**config.mk**
```make
export PLATFORM = sky130hd
export DESIGN_NAME = mcu_irq_ctrl
export DESIGN_NICKNAME = d
export VERILOG_FILES = /design/src/rtl/mcu_irq_pkg.sv /design/src/rtl/mcu_irq_edge.sv /design/src/rtl/mcu_irq_regs.sv /design/src/rtl/mcu_irq_arb.sv /design/src/rtl/mcu_irq_ctrl.sv
export SDC_FILE = /design/constraint.sdc
export NUM_CORES = 1
export LEC_CHECK = 0
export ABC_AREA = 1
export BUFFER_PORTS_ARGS = -buffer_cell sky130_fd_sc_hd__buf_2
export CAP_MARGIN = 40
export CORE_AREA = 4 4 67 51
export CTS_BUF_LIST = sky130_fd_sc_hd__clkbuf_16
export DETAILED_ROUTE_END_ITERATION = 8
export DIE_AREA = 0 0 71 55
export PLACE_DENSITY_LB_ADDON = 0.05
export SLEW_MARGIN = 10
export SYNTH_ARGS = -nofsm -noshare
export SYNTH_HDL_FRONTEND = slang
export SYNTH_SLANG_ARGS = --single-unit
```
**constraint.sdc**
```tcl
create_clock -name clk -period 1.18 [get_ports clk]
set_input_delay 0.236 -clock clk [delete_from_list [all_inputs] [get_ports clk]]
set_output_delay 0.236 -clock clk [all_outputs]
set_load 0.05 [all_outputs]
```
**src/rtl/mcu_irq_pkg.sv**
```systemverilog
package mcu_irq_pkg;

    localparam int NSRC   = 5;
    localparam int DATA_W = 8;
    localparam int VEC_W  = 8;
    localparam int NPIN   = 2;

    typedef enum logic [2:0] {
        SRC_EXT0 = 3'd0,
        SRC_EXT1 = 3'd1,
        SRC_TMR  = 3'd2,
        SRC_TB   = 3'd3,
        SRC_RTC  = 3'd4
    } src_e;

    typedef enum logic [1:0] {
        EDGE_FALL = 2'b00,
        EDGE_RISE = 2'b01,
        EDGE_ANY  = 2'b10
    } edge_mode_e;

    // bit positions, register 0
    localparam int R0_GIE  = 0;
    localparam int R0_EN0  = 1;
    localparam int R0_EN1  = 2;
    localparam int R0_ENT  = 3;
    localparam int R0_FL0  = 4;
    localparam int R0_FL1  = 5;
    localparam int R0_FLT  = 6;
    // bit positions, register 1
    localparam int R1_ENB  = 1;
    localparam int R1_ENR  = 2;
    localparam int R1_FLB  = 5;
    localparam int R1_FLR  = 6;

    typedef struct packed {
        logic            gie;
        logic [NSRC-1:0] en;
        logic [NSRC-1:0] flag;
    } irq_state_t;

    function automatic logic [VEC_W-1:0] vec_of(input int unsigned idx);
        logic [VEC_W-1:0] v;
        case (idx)
            0:       v = 8'h04;
            1:       v = 8'h08;
            2:       v = 8'h0C;
            3:       v = 8'h14;
            default: v = 8'h18;
        endcase
        return v;
    endfunction

    function automatic logic [DATA_W-1:0] pack_r0(input irq_state_t s);
        logic [DATA_W-1:0] r;
        r = '0;
        r[R0_GIE] = s.gie;
        r[R0_EN0] = s.en[SRC_EXT0];
        r[R0_EN1] = s.en[SRC_EXT1];
        r[R0_ENT] = s.en[SRC_TMR];
        r[R0_FL0] = s.flag[SRC_EXT0];
        r[R0_FL1] = s.flag[SRC_EXT1];
        r[R0_FLT] = s.flag[SRC_TMR];
        return r;
    endfunction

    function automatic logic [DATA_W-1:0] pack_r1(input irq_state_t s);
        logic [DATA_W-1:0] r;
        r = '0;
        r[R1_ENB] = s.en[SRC_TB];
        r[R1_ENR] = s.en[SRC_RTC];
        r[R1_FLB] = s.flag[SRC_TB];
        r[R1_FLR] = s.flag[SRC_RTC];
        return r;
    endfunction

endpackage

```
**src/rtl/mcu_irq_edge.sv**
```systemverilog
module mcu_irq_edge
    import mcu_irq_pkg::*;
#(
    parameter int SYNC_STAGES = 2
) (
    input  logic       clk,
    input  logic       rst,
    input  logic       pin,
    input  logic [1:0] mode,
    output logic       hit
);
    localparam int HIST = SYNC_STAGES + 1;

    logic [HIST-1:0] sh;

    always_ff @(posedge clk) begin
        if (rst) sh <= '0;
        else     sh <= {sh[HIST-2:0], pin};
    end

    logic now_lvl, old_lvl, rise, fall;
    assign now_lvl = sh[HIST-2];
    assign old_lvl = sh[HIST-1];
    assign rise    = now_lvl & ~old_lvl;
    assign fall    = ~now_lvl & old_lvl;

    always_comb begin
        case (mode)
            EDGE_FALL: hit = fall;
            EDGE_RISE: hit = rise;
            default:   hit = rise | fall;
        endcase
    end
endmodule

```
**src/rtl/mcu_irq_regs.sv**
```systemverilog
module mcu_irq_regs
    import mcu_irq_pkg::*;
(
    input  logic              clk,
    input  logic              rst,
    input  logic              wr,
    input  logic              sel,
    input  logic [DATA_W-1:0] wdata,
    input  logic [NSRC-1:0]   hw_set,
    input  logic              ack,
    input  logic [NSRC-1:0]   grant,
    input  logic              reti,
    output irq_state_t        st,
    output logic [DATA_W-1:0] rdata
);
    irq_state_t nxt;

    always_comb begin
        nxt = st;
        if (wr && !sel) begin
            nxt.gie            = wdata[R0_GIE];
            nxt.en[SRC_EXT0]   = wdata[R0_EN0];
            nxt.en[SRC_EXT1]   = wdata[R0_EN1];
            nxt.en[SRC_TMR]    = wdata[R0_ENT];
            nxt.flag[SRC_EXT0] = wdata[R0_FL0];
            nxt.flag[SRC_EXT1] = wdata[R0_FL1];
            nxt.flag[SRC_TMR]  = wdata[R0_FLT];
        end
        if (wr && sel) begin
            nxt.en[SRC_TB]     = wdata[R1_ENB];
            nxt.en[SRC_RTC]    = wdata[R1_ENR];
            nxt.flag[SRC_TB]   = wdata[R1_FLB];
            nxt.flag[SRC_RTC]  = wdata[R1_FLR];
        end
        if (reti) nxt.gie = 1'b1;
        if (ack) begin
            nxt.gie  = 1'b0;
            nxt.flag = nxt.flag & ~grant;
        end
        nxt.flag = nxt.flag | hw_set;
    end

    always_ff @(posedge clk) begin
        if (rst) st <= '0;
        else     st <= nxt;
    end

    assign rdata = sel ? pack_r1(st) : pack_r0(st);
endmodule

```
**src/rtl/mcu_irq_arb.sv**
```systemverilog
module mcu_irq_arb
    import mcu_irq_pkg::*;
(
    input  irq_state_t       st,
    input  logic             stack_full,
    input  logic             hold,
    output logic             valid,
    output logic [NSRC-1:0]  grant,
    output logic [VEC_W-1:0] vec
);
    logic [NSRC-1:0] pend;
    assign pend = st.flag & st.en;

    always_comb begin
        grant = '0;
        vec   = '0;
        valid = 1'b0;
        if (st.gie && !stack_full && !hold) begin
            for (int i = NSRC - 1; i >= 0; i--) begin
                if (pend[i]) begin
                    grant = '0;
                    grant[i] = 1'b1;
                    vec   = vec_of(i);
                    valid = 1'b1;
                end
            end
        end
    end
endmodule

```
**src/rtl/mcu_irq_ctrl.sv**
```systemverilog
module mcu_irq_ctrl
    import mcu_irq_pkg::*;
#(
    parameter int SYNC_STAGES = 2
) (
    input  logic              clk,
    input  logic              rst,
    input  logic              reg_sel,
    input  logic              reg_wr,
    input  logic [DATA_W-1:0] reg_wdata,
    output logic [DATA_W-1:0] reg_rdata,
    input  logic [NPIN-1:0]   ext_pin,
    input  logic [2*NPIN-1:0] ext_mode,
    input  logic              tmr_ovf,
    input  logic              tb_tick,
    input  logic              rtc_tick,
    input  logic              stack_full,
    input  logic              call_taken,
    input  logic              reti,
    output logic              call_req,
    output logic [VEC_W-1:0]  call_vec
);
    logic [NPIN-1:0]  pin_hit;
    logic [NSRC-1:0]  hw_set;
    logic [NSRC-1:0]  grant;
    logic [VEC_W-1:0] arb_vec;
    logic             ack;
    logic             call_busy;
    irq_state_t       st;

    for (genvar p = 0; p < NPIN; p++) begin : g_pin
        mcu_irq_edge #(.SYNC_STAGES(SYNC_STAGES)) u_edge (
            .clk  (clk),
            .rst  (rst),
            .pin  (ext_pin[p]),
            .mode (ext_mode[2*p +: 2]),
            .hit  (pin_hit[p])
        );
    end

    assign hw_set = {rtc_tick, tb_tick, tmr_ovf, pin_hit};

    mcu_irq_regs u_regs (
        .clk    (clk),
        .rst    (rst),
        .wr     (reg_wr),
        .sel    (reg_sel),
        .wdata  (reg_wdata),
        .hw_set (hw_set),
        .ack    (ack),
        .grant  (grant),
        .reti   (reti),
        .st     (st),
        .rdata  (reg_rdata)
    );

    mcu_irq_arb u_arb (
        .st         (st),
        .stack_full (stack_full),
        .hold       (call_busy),
        .valid      (ack),
        .grant      (grant),
        .vec        (arb_vec)
    );

    always_ff @(posedge clk) begin
        if (rst) begin
            call_req  <= 1'b0;
            call_vec  <= '0;
            call_busy <= 1'b0;
        end else begin
            call_req <= ack;
            if (ack) call_vec <= arb_vec;
            if (ack)             call_busy <= 1'b1;
            else if (call_taken) call_busy <= 1'b0;
        end
    end
endmodule

```
After elaboration in Yosys (flattened, before gate mapping)
Index checks and enable logic that the tools add are counted.
- flip-flop bits (word level): 27
- logic and storage cells: 65
- output and inout port bits: 17
- equal/unequal tests: 2
- mux-type cells: 28
- reduce and logical (&&, ||, !) cells: 12
- bitwise gates (word level): 14
- operator list (cell ; number):
    two-way mux 5 bit ; 12
    bitwise AND 5 bit ; 2
    two-way mux 1 bit ; 10
    two-way mux 8 bit ; 1
    two-way mux 7 bit ; 1
    NOT 5 bit ; 1
    bitwise OR 5 bit ; 1
    bitwise AND 1 bit ; 4
    equality test 2 x 1 -> 1 bit, second input constant ; 2
    logical AND 1 bit ; 4
    logical NOT 2 bit ; 2
    NOT 1 bit ; 4
    one-hot mux 1 bit (2 select lines) ; 2
    nonzero test 2 bit ; 2
    logical NOT 1 bit ; 3
    two-way mux 3 bit ; 1
    two-way mux 2 bit ; 1
    bitwise OR 1 bit ; 2
    OR reduction 2 bit ; 1

Longest topological paths before layout
Gate-level depths: netlist of run 1.
- depth in word-level cells: 11
- gate-level depth with buffers: 8
- depth with buffers taken out: 7

Modules after synthesis
From an unflattened synthesis of run 1, not the netlist that was laid out.
- cell total of the unflattened synthesis: 230
- area total of the unflattened synthesis: 1455.1 µm²
- modules (own cells, without submodules) (module ; area each (µm²) ; seq. area each (µm²) ; instances ; cells each):
    mcu_irq_regs ; 561.8 ; 220.2 ; 1 ; 92
    mcu_irq_ctrl ; 401.6 ; 200.2 ; 1 ; 57
    mcu_irq_edge ; 140.1 ; 60.1 ; 2 ; 19
    mcu_irq_arb ; 211.5 ; 0.0 ; 1 ; 43

Least setup slack after synthesis of run 1
No wires, ideal clock.
- path kind: in2out
- start point: input reg_sel
- end point: output reg_rdata[0]
- path buffers: 1
- data required time: 944 ps
- setup slack: -84 ps
- stages on the path: 2
- data arrival time: 1028 ps
- path through: buf_6 nor2_1
- longest elaborated chain between the ends: 1
- RTL lines (item ; RTL line ; RTL):
    start: declaration ; mcu_irq_ctrl.sv:8 ; input logic reg_sel,
    two-way mux 7 bit ; mcu_irq_regs.sv:48 ; assign rdata = sel ? pack_r1(st) : pack_r0(st);
    end: declaration ; mcu_irq_ctrl.sv:11 ; output logic [DATA_W-1:0] reg_rdata,
No other way between the ends.

Final worst setup path of run 1
- start point: register, netlist name u_regs.st[0]
- end point: output reg_rdata[4]
- longest elaborated chain between the ends: 1
- RTL lines (item ; RTL line):
    two-way mux 7 bit ; mcu_irq_regs.sv:48
No other way between the ends.

==> run summary, run 1 <==
The flow ran to the end, and the final reports show no timing, DRC or antenna violations. The post-route DRC violation count is 0. For this run, the post-layout net count is 237. STA classifies the critical path startpoint as a flip-flop. The wire length per cell is 10.7 µm. The placer congestion estimate is approximately 0.74.

The synthesized cell area is ~1200 µm². Counting the buffers created by CTS gives 3. The proportion of power drawn by combinational gates came out at 0.208. The share of the core filled with cells in the final layout is 0.558.

After technology mapping, the gate count stands at about 170. The final setup skew is ~0.0018 ns. The most used flip-flop cell after synthesis is dfxtp_1. The relative area change from synthesis to final layout came out at 25.7%. The global-route wire length before repair came out at around 4.3 mm. The width of the chip is between 70 and 80 µm. The count of vias placed by the detailed router came out at 1100. The worst setup path is captured at an output port.

The type of the setup path with the least slack is reg2out. The number of buffers inserted to repair setup after CTS is 0. For the finished layout, the period the worst path requires is approximately 1.1 ns. The total count of max-transition violations in the final report is 0. The antenna cell count is 0. The worst ir drop on vdd came out at 764 µV. The number of global-route vias before repair is 1010. The area of the core is approximately 2700 µm². The cell at the root of the clock tree is clkbuf_16. The leading area contributor after synthesis is dfxtp_1. The floorplan row count is 16.

The final setup TNS is 0 ns. In this run the number of H-tree levels came out at 1. Along the worst path, the maximum fanout reaches 3.

Synthesis instantiated 25 different standard cells from the library. The boundary pin count is 41. The estimated wirelength of the detail-placed design is 2.07 mm. On the final layout, the worst hold slack is approximately 0.18 ns. The initial antenna violation count came out at 0. The proportion of total power due to net switching came out at 0.282.

The required time reported for the critical path endpoint is around 0.94 ns. The share of total power dissipated in the clock network is 0.361. Measured along the y axis, the die boundary spans between 50 and 60 µm.

The quantity of I/O buffers inserted on ports came out at 33. The fraction of layout instances using a drive strength above 1 came out at 0.333. In this run the remaining antenna-violating nets after routing total 0.

The area share of the leading cell type in the synthesized netlist came out at 0.364. The power density normalized to cell area came out at between 1000 and 1500 nW/µm². The die covers 3910 µm². The global-route usage over all layers came out at 0.142.

The per-instance average area after synthesis is 6.95 µm². The max capacitance violation total came out at 0. The share of total power dissipated in sequential elements is 0.431. The internal power component is 1.37 mW. For this run, asynchronously set or reset flops after synthesis account for 0. The iteration count of the initial detailed-routing pass is 4. The final period utilization came out at 0.961.

The total net switching power is 0.536 mW. The number of standard cells in the layout, taps in and fillers out came out at ~240. The highest clock frequency the design can meet came out at slightly below 0.9 GHz.

The count of final hold-check violations is 0. Yosys attributes the largest share of cell area to dfxtp_1 (36%), nand2_1 (12%), nor2_1 (8.7%), inv_1 (8.1%), ha_1 (4.1%). The pin count of the biggest net entering global routing came out at 14.

Ranked by instance count, the synthesized netlist is headed by nand2_1 (39), nor2_1 (28), inv_1 (26), dfxtp_1 (22). The final instance area came out at about 1500 µm². The worst path setup slack after routing came out at between 0.04 and 0.05 ns. After detailed routing, the number of vias per cell comes to 4.53.

For this configuration, the core starts out at a cell density of 0.444. The signal arrival time at the worst endpoint came out at 0.90 ns. For this run, the register share of the synthesized area comes to 0.364. The flip-flop and latch count after synthesis came out at 22.

The post-detailed-routing wire length came out at 2.60 mm. The placement-stage cell area came out at 1380 µm². Clock-pin slew was measured on the worst setup and hold paths at 0.05 ns.

Setup violations remaining at the end of the flow were counted as 0. The post-route total power is roughly 1.9 mW. The number of placed instances with taps included came out at between 200 and 250. In the post-synthesis netlist, the cell with the most instances is nand2_1.

The buffer levels on the longest clock path came out at 2. After filler insertion, the fill cell instance count of the layout stands at 295. The aggregate global routing overflow came out at 0. The warning count from the yosys run is 0. The number of synthesized flops with an enable pin came out at 0. The CTS tree is yes. The clock latency on the worst-skew pair came out at 0.25 ns. Prior to clock tree synthesis, the placed netlist has a worst setup slack of around 0.073 ns.

The static leakage is between 0.7 and 0.8 nW. The total number of clock tree sinks is 22. The worst hold path belongs to the class in2reg. The detailed router finished its first iteration with 26 violations.

The setup check on the worst reg-to-reg path leaves a slack of approximately 0.070 ns.
-- flip-flops by register name, indices dropped and copies added (netlist names) --
name             flops
u_regs.st           11
g_pin.u_edge.sh      6
call_vec             3
call_busy            1
call_req             1
-- final timing paths --
path,to,cells after the start,from
hold / removal,g_pin[1].u_edge.sh[0]$_SDFF_PP0_,3,ext_pin[1]
setup reg to reg,u_regs.st[0]$_SDFF_PP0_,6,g_pin[0].u_edge.sh[1]$_SDFF_PP0_
hold reg to reg,g_pin[1].u_edge.sh[1]$_SDFF_PP0_,2,g_pin[1].u_edge.sh[0]$_SDFF_PP0_
setup / recovery,reg_rdata[4],3,u_regs.st[0]$_SDFF_PP0_
-- logic make-up after synthesis --
family	share of synthesized area
and+or+nand+nor	0.322
buffers and inverters	0.153
AOI/OAI and AO/OA	0.116
DFF	0.364
adders and majority gates	0.0414
other	0.00310
-- power groups by stage --
| stage | Sequential [mW] | Combinational [mW] | Clock (mW) |
|---|---|---|---|
| final | 0.820 | 0.396 | 0.686 |
| after global routing | 0.825 | 0.435 | 0.747 |
| after CTS | 0.814 | 0.386 | 0.707 |
| after detailed placement | 0.829 | 0.368 | 0 |
| after global placement | 0.829 | 0.361 | 0 |
| after floorplan | 0.828 | 0.288 | 0 |
-- final cells by class --
type	instances	area, µm²	area share
clock buffers	3	75.1	0.0494
flip-flops and latches	22	454	0.299
well taps	36	45.0	0.0297
repair buffers	34	216	0.143
multi-input cells	119	609	0.401
inverters	29	119	0.0783
-- cells in the final DEF, fill, tap and decap left out --
| master | n |
|---|---|
| a21boi_0 | 1 |
| a21oi_1 | 3 |
| a21oi_2 | 3 |
| buf_2 | 26 |
| buf_4 | 1 |
| buf_6 | 7 |
| clkbuf_16 | 3 |
| conb_1 | 6 |
| dfxtp_1 | 11 |
| dfxtp_2 | 11 |
| ha_1 | 4 |
| inv_1 | 25 |
| inv_2 | 2 |
| inv_4 | 1 |
| inv_8 | 1 |
| nand2_1 | 39 |
| nand2_2 | 5 |
| nand2_8 | 1 |
| nand3_1 | 8 |
| nand3_2 | 1 |
| nand3_4 | 1 |
| nand4_1 | 1 |
| nor2_1 | 25 |
| nor2_2 | 5 |
| o21ai_0 | 7 |
| o21ai_1 | 8 |
| o21ai_4 | 1 |
-- critical path, stage by stage, from the launching register on --
cell,delay [ns]
dfxtp_2,0.35
inv_2,0.04
nor2_2,0.09
buf_6,0.17
-- timing repair --
| item | 4_1_cts | 5_1_grt |
|---|---|---|
| hold buffers | 0 | 0 |
| setup endpoints to repair | 7 | 7 |
| gates resized for setup | 12 | 17 |
-- per-layer routing --
metal | vias to the layer above | routed length [µm] | GRT usage
met5 | - | 0 | 0
met4 | 0 | 8 | 0.0281
met3 | 2 | 185 | 0.0542
met2 | 27 | 1170 | 0.245
met1 | 485 | 1230 | 0.174
li1 | 586 | - | -
Note: power is estimated with default switching activity, not from simulation.
==> inputs of run 2 (changes only) <==
--- a/config.mk
+++ b/config.mk
@@ -10,9 +10,10 @@
 export CAP_MARGIN = 40
 export CORE_AREA = 4 4 67 51
 export CTS_BUF_LIST = sky130_fd_sc_hd__clkbuf_16
+export CTS_CLUSTER_DIAMETER = 80
 export DETAILED_ROUTE_END_ITERATION = 8
 export DIE_AREA = 0 0 71 55
-export PLACE_DENSITY_LB_ADDON = 0.05
+export PLACE_DENSITY_LB_ADDON = 0.08
 export SLEW_MARGIN = 10
 export SYNTH_ARGS = -nofsm -noshare
 export SYNTH_HDL_FRONTEND = slang
==> run 2 against run 1 <==
Net effect: cell count up 0.41%; sequential power about the same; register-to-register slack improved by 0.03 ns; utilization rose by 0.46 points; highest routed layer unchanged; non-clock buffer count grew 1; hold slack worse by 0.0033 ns; die area unchanged; count of clock-buffer cells in the layout did not move; via count up 0.91%; worst setup slack got worse by 0.0030 ns; critical endpoint is now reg_rdata[6]; final area up 0.82%.
==> run summary, run 2 (synthesized netlist as in run 1, its figures left out) <==
The register with the most flip-flops was u_regs.st (unchanged). The worst-path cell with the longest stage delay is dfxtp_2 (unchanged). The maximum level of the CTS H-tree is 1 (unchanged). The number of standard cells in the layout, taps in and fillers out was 244 (was 243).

The clock transition at the registers of the reported paths is 0.05 ns (about the same). The worst ir drop on vdd is 836 µV (was 764 µV). Most frequent cells in the layout: nand2_1 (38), buf_2 (26), inv_1 (25) (was nand2_1 (39), buf_2 (26), inv_1 (25), nor2_1 (25)). The class of the worst hold path is in2reg (unchanged). The met3 track demand over resource is 0.0469 (was 0.0542). The final setup skew was 0.00227 ns (was 0.00183 ns). The post-route DRC violation count is 0 (unchanged).

The antenna cell count was 0 (unchanged). The wire length per cell came out at 10.9 µm (was 10.7 µm). The number of buffer and inverter stages on the critical path is 1 (was 2). The floorplan row count is 16 (unchanged). The static leakage came out at 0.796 nW (was 0.791 nW). Status: completed (unchanged). The post-detailed-routing wire length is 2.66 mm (was 2.60 mm).

The iteration count of the initial detailed-routing pass is 4 (unchanged). The placer congestion estimate is 0.744 (unchanged). The count of final hold-check violations is 0 (unchanged). The boundary pin count came out at 41 (unchanged). The critical path's top delay family was flip-flops (unchanged). The relative area change from synthesis to final layout was 26.7% (was 25.7%).

The post-route total power is 1.92 mW (was 1.90 mW). The global-route usage over all layers came out at 0.142 (about the same). The highest clock frequency the design can meet came to 0.879 GHz (was 0.881 GHz). The final-stage net count is 238 (was 237). The signal arrival time at the worst endpoint is 0.90 ns (about the same). The buffer levels on the longest clock path is 2 (unchanged). The combined flip-flop and latch cell area is 454 µm² (unchanged). The total number of clock tree sinks is 22 (unchanged). The cell at the root of the clock tree is clkbuf_16 (unchanged).

The busiest layer in global routing is met2 (unchanged). The final period utilization came to 0.964 (was 0.961). The stage delay of the slowest cell on the critical path is 0.35 ns (about the same).

Biggest regs: u_regs.st x11, g_pin.u_edge.sh x6, call_vec x3 (unchanged). The required time reported for the critical path endpoint is 0.94 ns (about the same). The filler cell count came out at 288 (was 295). The final critical delay including setup and external delays is 1.14 ns (was 1.13 ns). The aggregate global routing overflow came out at 0 (unchanged). The area of the core came out at 2720 µm² (unchanged). The vertical die dimension is 55 µm (unchanged). The total setup violations reported at the end of the flow came out at 0 (unchanged).

The footprint of the multi-input gates is 614 µm² (was 609 µm²). The quantity of I/O buffers inserted on ports came to 33 (unchanged). The type of origin of the critical path was a flip-flop (unchanged). The global-route met2 utilization is 0.245 (unchanged). The power density normalized to cell area was 1250 nW/µm² (about the same). The estimated wirelength of the detail-placed design is 2.04 mm (was 2.07 mm). The initial antenna violation count came out at 0 (unchanged). The total count of max-transition violations in the final report came out at 0 (unchanged). The clock buffer count from CTS came out at 3 (unchanged). The worst-case setup slack after placement is 0.0675 ns (was 0.0733 ns). The effective utilization at floorplan is 0.444 (unchanged).

Ordered cell list for the critical path: nand2_2 > nand2_1 > buf_6 (was inv_2 > nor2_2 > buf_6). The global-route wire length before repair is 4.24 mm (was 4.31 mm). The max capacitance violation total came out at 0 (unchanged). The fraction of layout instances using a drive strength above 1 is 0.346 (was 0.333). The number of nets still failing antenna checks after routing is 0 (unchanged). The commonest non-fill, non-tap cell in the layout is nand2_1 (unchanged). The number of placed instances with taps included is 240 (unchanged). The critical-path maximum fanout is 3 (unchanged). The count of vias placed by the detailed router is 1110 (was 1100).

The clock latency on the worst-skew pair is 0.25 ns (about the same). The number of design-rule violations left by the first detailed-router iteration came out at 30 (was 26). The type of the setup path with the least slack is reg2out (unchanged). The pin count of the biggest net entering global routing came out at 14 (unchanged).

The met1 capacity usage during global routing is 0.170 (was 0.174). The via density per instance was 4.55 (was 4.53). The category of the worst setup path capture point is an output port (unchanged). The die outline area is 3910 µm² (unchanged). The number of global-route vias before repair came to 976 (was 1010). The worst path setup slack after routing is 0.0425 ns (was 0.0455 ns).

The flip-flop count of the largest register, all copies and words added came to 11 (unchanged). The CTS tree is yes (unchanged). The count of hold buffers inserted by post-cts repair came out at 0 (unchanged). The width of the chip came to 71 µm (unchanged).
[run 2: worst paths after layout]
kind | slack [ns] | to | from | cells past startpoint
min | 0.18 | g_pin[1].u_edge.sh[0]$_SDFF_PP0_ | ext_pin[1] | 3
min reg2reg | 0.40 | g_pin[1].u_edge.sh[1]$_SDFF_PP0_ | g_pin[1].u_edge.sh[0]$_SDFF_PP0_ | 2
max | 0.04 | reg_rdata[6] | u_regs.st[4]$_SDFF_PP0_ | 3
max reg2reg | 0.10 | u_regs.st[10]$_SDFFE_PP0P_ | u_regs.st[7]$_SDFFE_PP0N_ | 6
[run 2: worst min-delay path, cell delays in order]
cell and delay [ns]:
buf_2 0.07, inv_1 0.03, nor2_1 0.06
[run 2: layout make-up]
type	count	share of cell area
inverters	29	0.0776
repair buffers	35	0.146
flip-flops and latches	22	0.297
multi-input cells	119	0.401
clock buffers	3	0.0490
well taps	36	0.0294
[run 2: per-layer routing]
| layer | vias to the layer above | share of wire | routed length, µm |
|---|---|---|---|
| li1 | 588 | - | - |
| met1 | 487 | 0.46 | 1230 |
| met2 | 30 | 0.45 | 1190 |
| met3 | 5 | 0.076 | 203 |
| met4 | 0 | 0.012 | 31 |
| met5 | - | 0 | 0 |
[run 2: stage by stage]
stage               area (µm²)  hold slack (ns)   util  setup TNS, ns
floorplan                 1230            0.298      -         -0.252
global placement          1380            0.390  0.506              0
CTS                       1490            0.179  0.548              0
global route              1530            0.214  0.563        -0.0130
detailed placement        1380            0.395  0.506              0
finish                    1530            0.179  0.563              0
[run 2: what timing repair did]
item,in CTS,in global routing
pin swaps,0,3
gates cloned,0,0
gates resized for setup,15,16
buffers inserted,0,1
setup endpoints to repair,7,8
[run 2: power by group]
| group | leakage, nW | switching [mW] | total (mW) | internal [mW] |
|---|---|---|---|---|
| Sequential | 0.184 | 0.0307 | 0.820 | 0.789 |
| Combinational | 0.575 | 0.268 | 0.402 | 0.134 |
| Clock | 0.0370 | 0.247 | 0.694 | 0.447 |
==> inputs of run 3 (changes only) <==
--- a/config.mk
+++ b/config.mk
@@ -14,6 +14,7 @@
 export DETAILED_ROUTE_END_ITERATION = 8
 export DIE_AREA = 0 0 71 55
 export PLACE_DENSITY_LB_ADDON = 0.08
+export SETUP_SLACK_MARGIN = 0.4
 export SLEW_MARGIN = 10
 export SYNTH_ARGS = -nofsm -noshare
 export SYNTH_HDL_FRONTEND = slang
==> run 3 against run 2 <==
Net effect: largest power group unchanged; hold slack gained 0.013 ns; cell count grew 2.9%; highest routed layer unchanged; register-to-register slack better by 0.03 ns; clock skew shrank 0.00057 ns; combinational power grew 22%.
==> run summary, run 3 (synthesized netlist as in run 1, its figures left out) <==
The estimated wirelength of the detail-placed design is 2.11 mm (was 2.04 mm). The count of vias placed by the detailed router is 1162 (was 1110). Setup repair after global routing could not meet its margin everywhere.

The worst ir drop on vdd is 875 µV (was 836 µV). The stage delay of the slowest cell on the critical path came to 0.37 ns (was 0.35 ns). The footprint of the multi-input gates was 761 µm² (was 614 µm²). The share of the core filled with cells in the final layout is 0.668 (was 0.563). The total number of clock tree sinks came out at 22 (unchanged). The pin count of the biggest net entering global routing is 14 (unchanged). The number of placed instances with taps included came out at 243 (was 240). The signal arrival time at the worst endpoint is 0.88 ns (was 0.90 ns).

The post-detailed-routing wire length came out at 2.80 mm (was 2.66 mm). The required time reported for the critical path endpoint is 0.94 ns (about the same). The wire length per cell came out at 11.1 µm (was 10.9 µm).

The worst-path cell with the longest stage delay is dfxtp_4 (was dfxtp_2). The total count of max-transition violations in the final report came out at 0 (unchanged). The highest clock frequency the design can meet is 0.892 GHz (was 0.879 GHz).

The effective utilization at floorplan is 0.444 (unchanged). The post-route DRC violation count came out at 0 (unchanged). The final-stage net count is 245 (was 238). The global-route usage over all layers came out at 0.153 (was 0.142).

Status: completed (unchanged). The post-route total power came out at 2.02 mW (was 1.92 mW). The number of standard cells in the layout, taps in and fillers out is 251 (was 244). The final setup TNS is 0 ns (unchanged). The max capacitance violation total is 0 (unchanged). The maximum level of the CTS H-tree is 1 (unchanged).

Most frequent cells in the layout: nand2_1 (25), nor2_1 (23), buf_2 (21) (was nand2_1 (38), buf_2 (26), inv_1 (25)). The via density per instance is 4.63 (was 4.55). The cell at the root of the clock tree is clkbuf_16 (unchanged).

The combined flip-flop and latch cell area was 474 µm² (was 454 µm²). The final critical delay including setup and external delays is 1.12 ns (was 1.14 ns). The clock latency on the worst-skew pair came out at 0.25 ns (about the same). The clock transition at the registers of the reported paths is 0.06 ns (was 0.05 ns). The CTS tree was yes (unchanged). Biggest regs: u_regs.st x11, g_pin.u_edge.sh x6, call_vec x3 (unchanged).

The placement-stage cell area came out at 1510 µm² (was 1380 µm²). Ordered cell list for the critical path: nand2_4 > nand2_8 > buf_8 (was nand2_2 > nand2_1 > buf_6). The filler cell count is 260 (was 288). The quantity of I/O buffers inserted on ports came to 33 (unchanged).

The commonest non-fill, non-tap cell in the layout was nand2_1 (unchanged). The relative area change from synthesis to final layout is 50.5% (was 26.7%). The total setup violations reported at the end of the flow came out at 0 (unchanged). The initial antenna violation count came out at 0 (unchanged). The number of nets still failing antenna checks after routing is 0 (unchanged). The register with the most flip-flops is u_regs.st (unchanged). The class of the worst hold path is in2reg (unchanged). The clock buffer count from CTS came to 3 (unchanged). The iteration count of the initial detailed-routing pass came to 4 (unchanged).

The count of final hold-check violations came out at 0 (unchanged). The power density normalized to cell area came to 1110 nW/µm² (was 1250 nW/µm²). The number of global-route vias before repair is 1088 (was 976). The antenna cell count was 0 (unchanged). The vertical die dimension came out at 55 µm (unchanged). The width of the chip was 71 µm (unchanged).

The number of design-rule violations left by the first detailed-router iteration came out at 24 (was 30). The final setup skew is 0.00171 ns (was 0.00227 ns). The category of the worst setup path capture point was an output port (unchanged). The critical-path maximum fanout is 3 (unchanged). The area of the core came to 2720 µm² (unchanged). The worst path setup slack after routing came to 0.0595 ns (was 0.0425 ns). The type of origin of the critical path is a flip-flop (unchanged). The minimum hold slack was 0.192 ns (was 0.179 ns).

The worst-case setup slack after placement came out at 0.0112 ns (was 0.0675 ns). The boundary pin count came out at 41 (unchanged). The buffer levels on the longest clock path was 2 (unchanged).

The final period utilization came out at 0.950 (was 0.964). The floorplan row count came out at 16 (unchanged). The placer congestion estimate came to 0.731 (was 0.744).

The die outline area came out at 3910 µm² (unchanged). The final instance area came out at 1820 µm² (was 1530 µm²). The global-route wire length before repair came out at 4.53 mm (was 4.24 mm). The flip-flop count of the largest register, all copies and words added came out at 11 (unchanged). The type of the setup path with the least slack is reg2out (unchanged). The static leakage came to 0.877 nW (was 0.796 nW).

The aggregate global routing overflow came to 0 (unchanged). The fraction of layout instances using a drive strength above 1 came to 0.530 (was 0.346).
==> run 3: cell types whose count changed in the layout (fill, tap and decap cells not counted), moves of 5 or more <==
cell     delta
nand2_1    -13
buf_8       +9
dfxtp_1     -8
inv_1       -8
buf_4       +7
inv_2       +7
nand2_4     +7
buf_2       -5
nand2_2     +5
==> run 3: final timing paths <==
check,startpoint,endpoint,slack (ns),cells after the start
max,u_regs.st[2]$_SDFF_PP0_,reg_rdata[6],0.06,3
min,ext_pin[0],g_pin[0].u_edge.sh[0]$_SDFF_PP0_,0.19,3
max reg2reg,u_regs.st[7]$_SDFFE_PP0N_,call_vec[2]$_SDFFE_PP0N_,0.13,6
min reg2reg,g_pin[0].u_edge.sh[0]$_SDFF_PP0_,g_pin[0].u_edge.sh[1]$_SDFF_PP0_,0.40,2
==> run 3: final cells by class <==
type                            count  share of cell area
Clock buffer                        3              0.0413
Inverter                           29              0.0674
Sequential cell                    22               0.261
Multi-Input combinational cell    119               0.418
Timing Repair Buffer               42               0.188
Tap cell                           36              0.0248
==> run 3: metal layers <==
layer	up-vias	GRT usage	routed length [µm]
met2	29	0.294	1410
met1	529	0.173	1210
met3	2	0.0451	164
li1	602	-	-
met5	-	0	0
met4	0	0.0281	9
==> run 3: worst max-delay path: cells and delay by family, from the launching register on <==
kind                   cells  cell delay [ns]
buffers and inverters      1             0.13
flip-flops                 1             0.37
AND/OR/NAND/NOR            2             0.13
==> run 3: where the power goes <==
group	total, mW	internal, mW	switching (mW)
clock	0.701	0.447	0.254
combinational	0.491	0.190	0.302
sequential	0.825	0.787	0.0387
==> run 3: what timing repair did <==
| action | in CTS | in global routing |
|---|---|---|
| endpoints found under the setup margin | 24 | 26 |
| hold buffers | 0 | 0 |
| setup buffers | 5 | 0 |
| gates resized for setup | 50 | 14 |
| pin swaps | 10 | 4 |
| cloned | 0 | 0 |
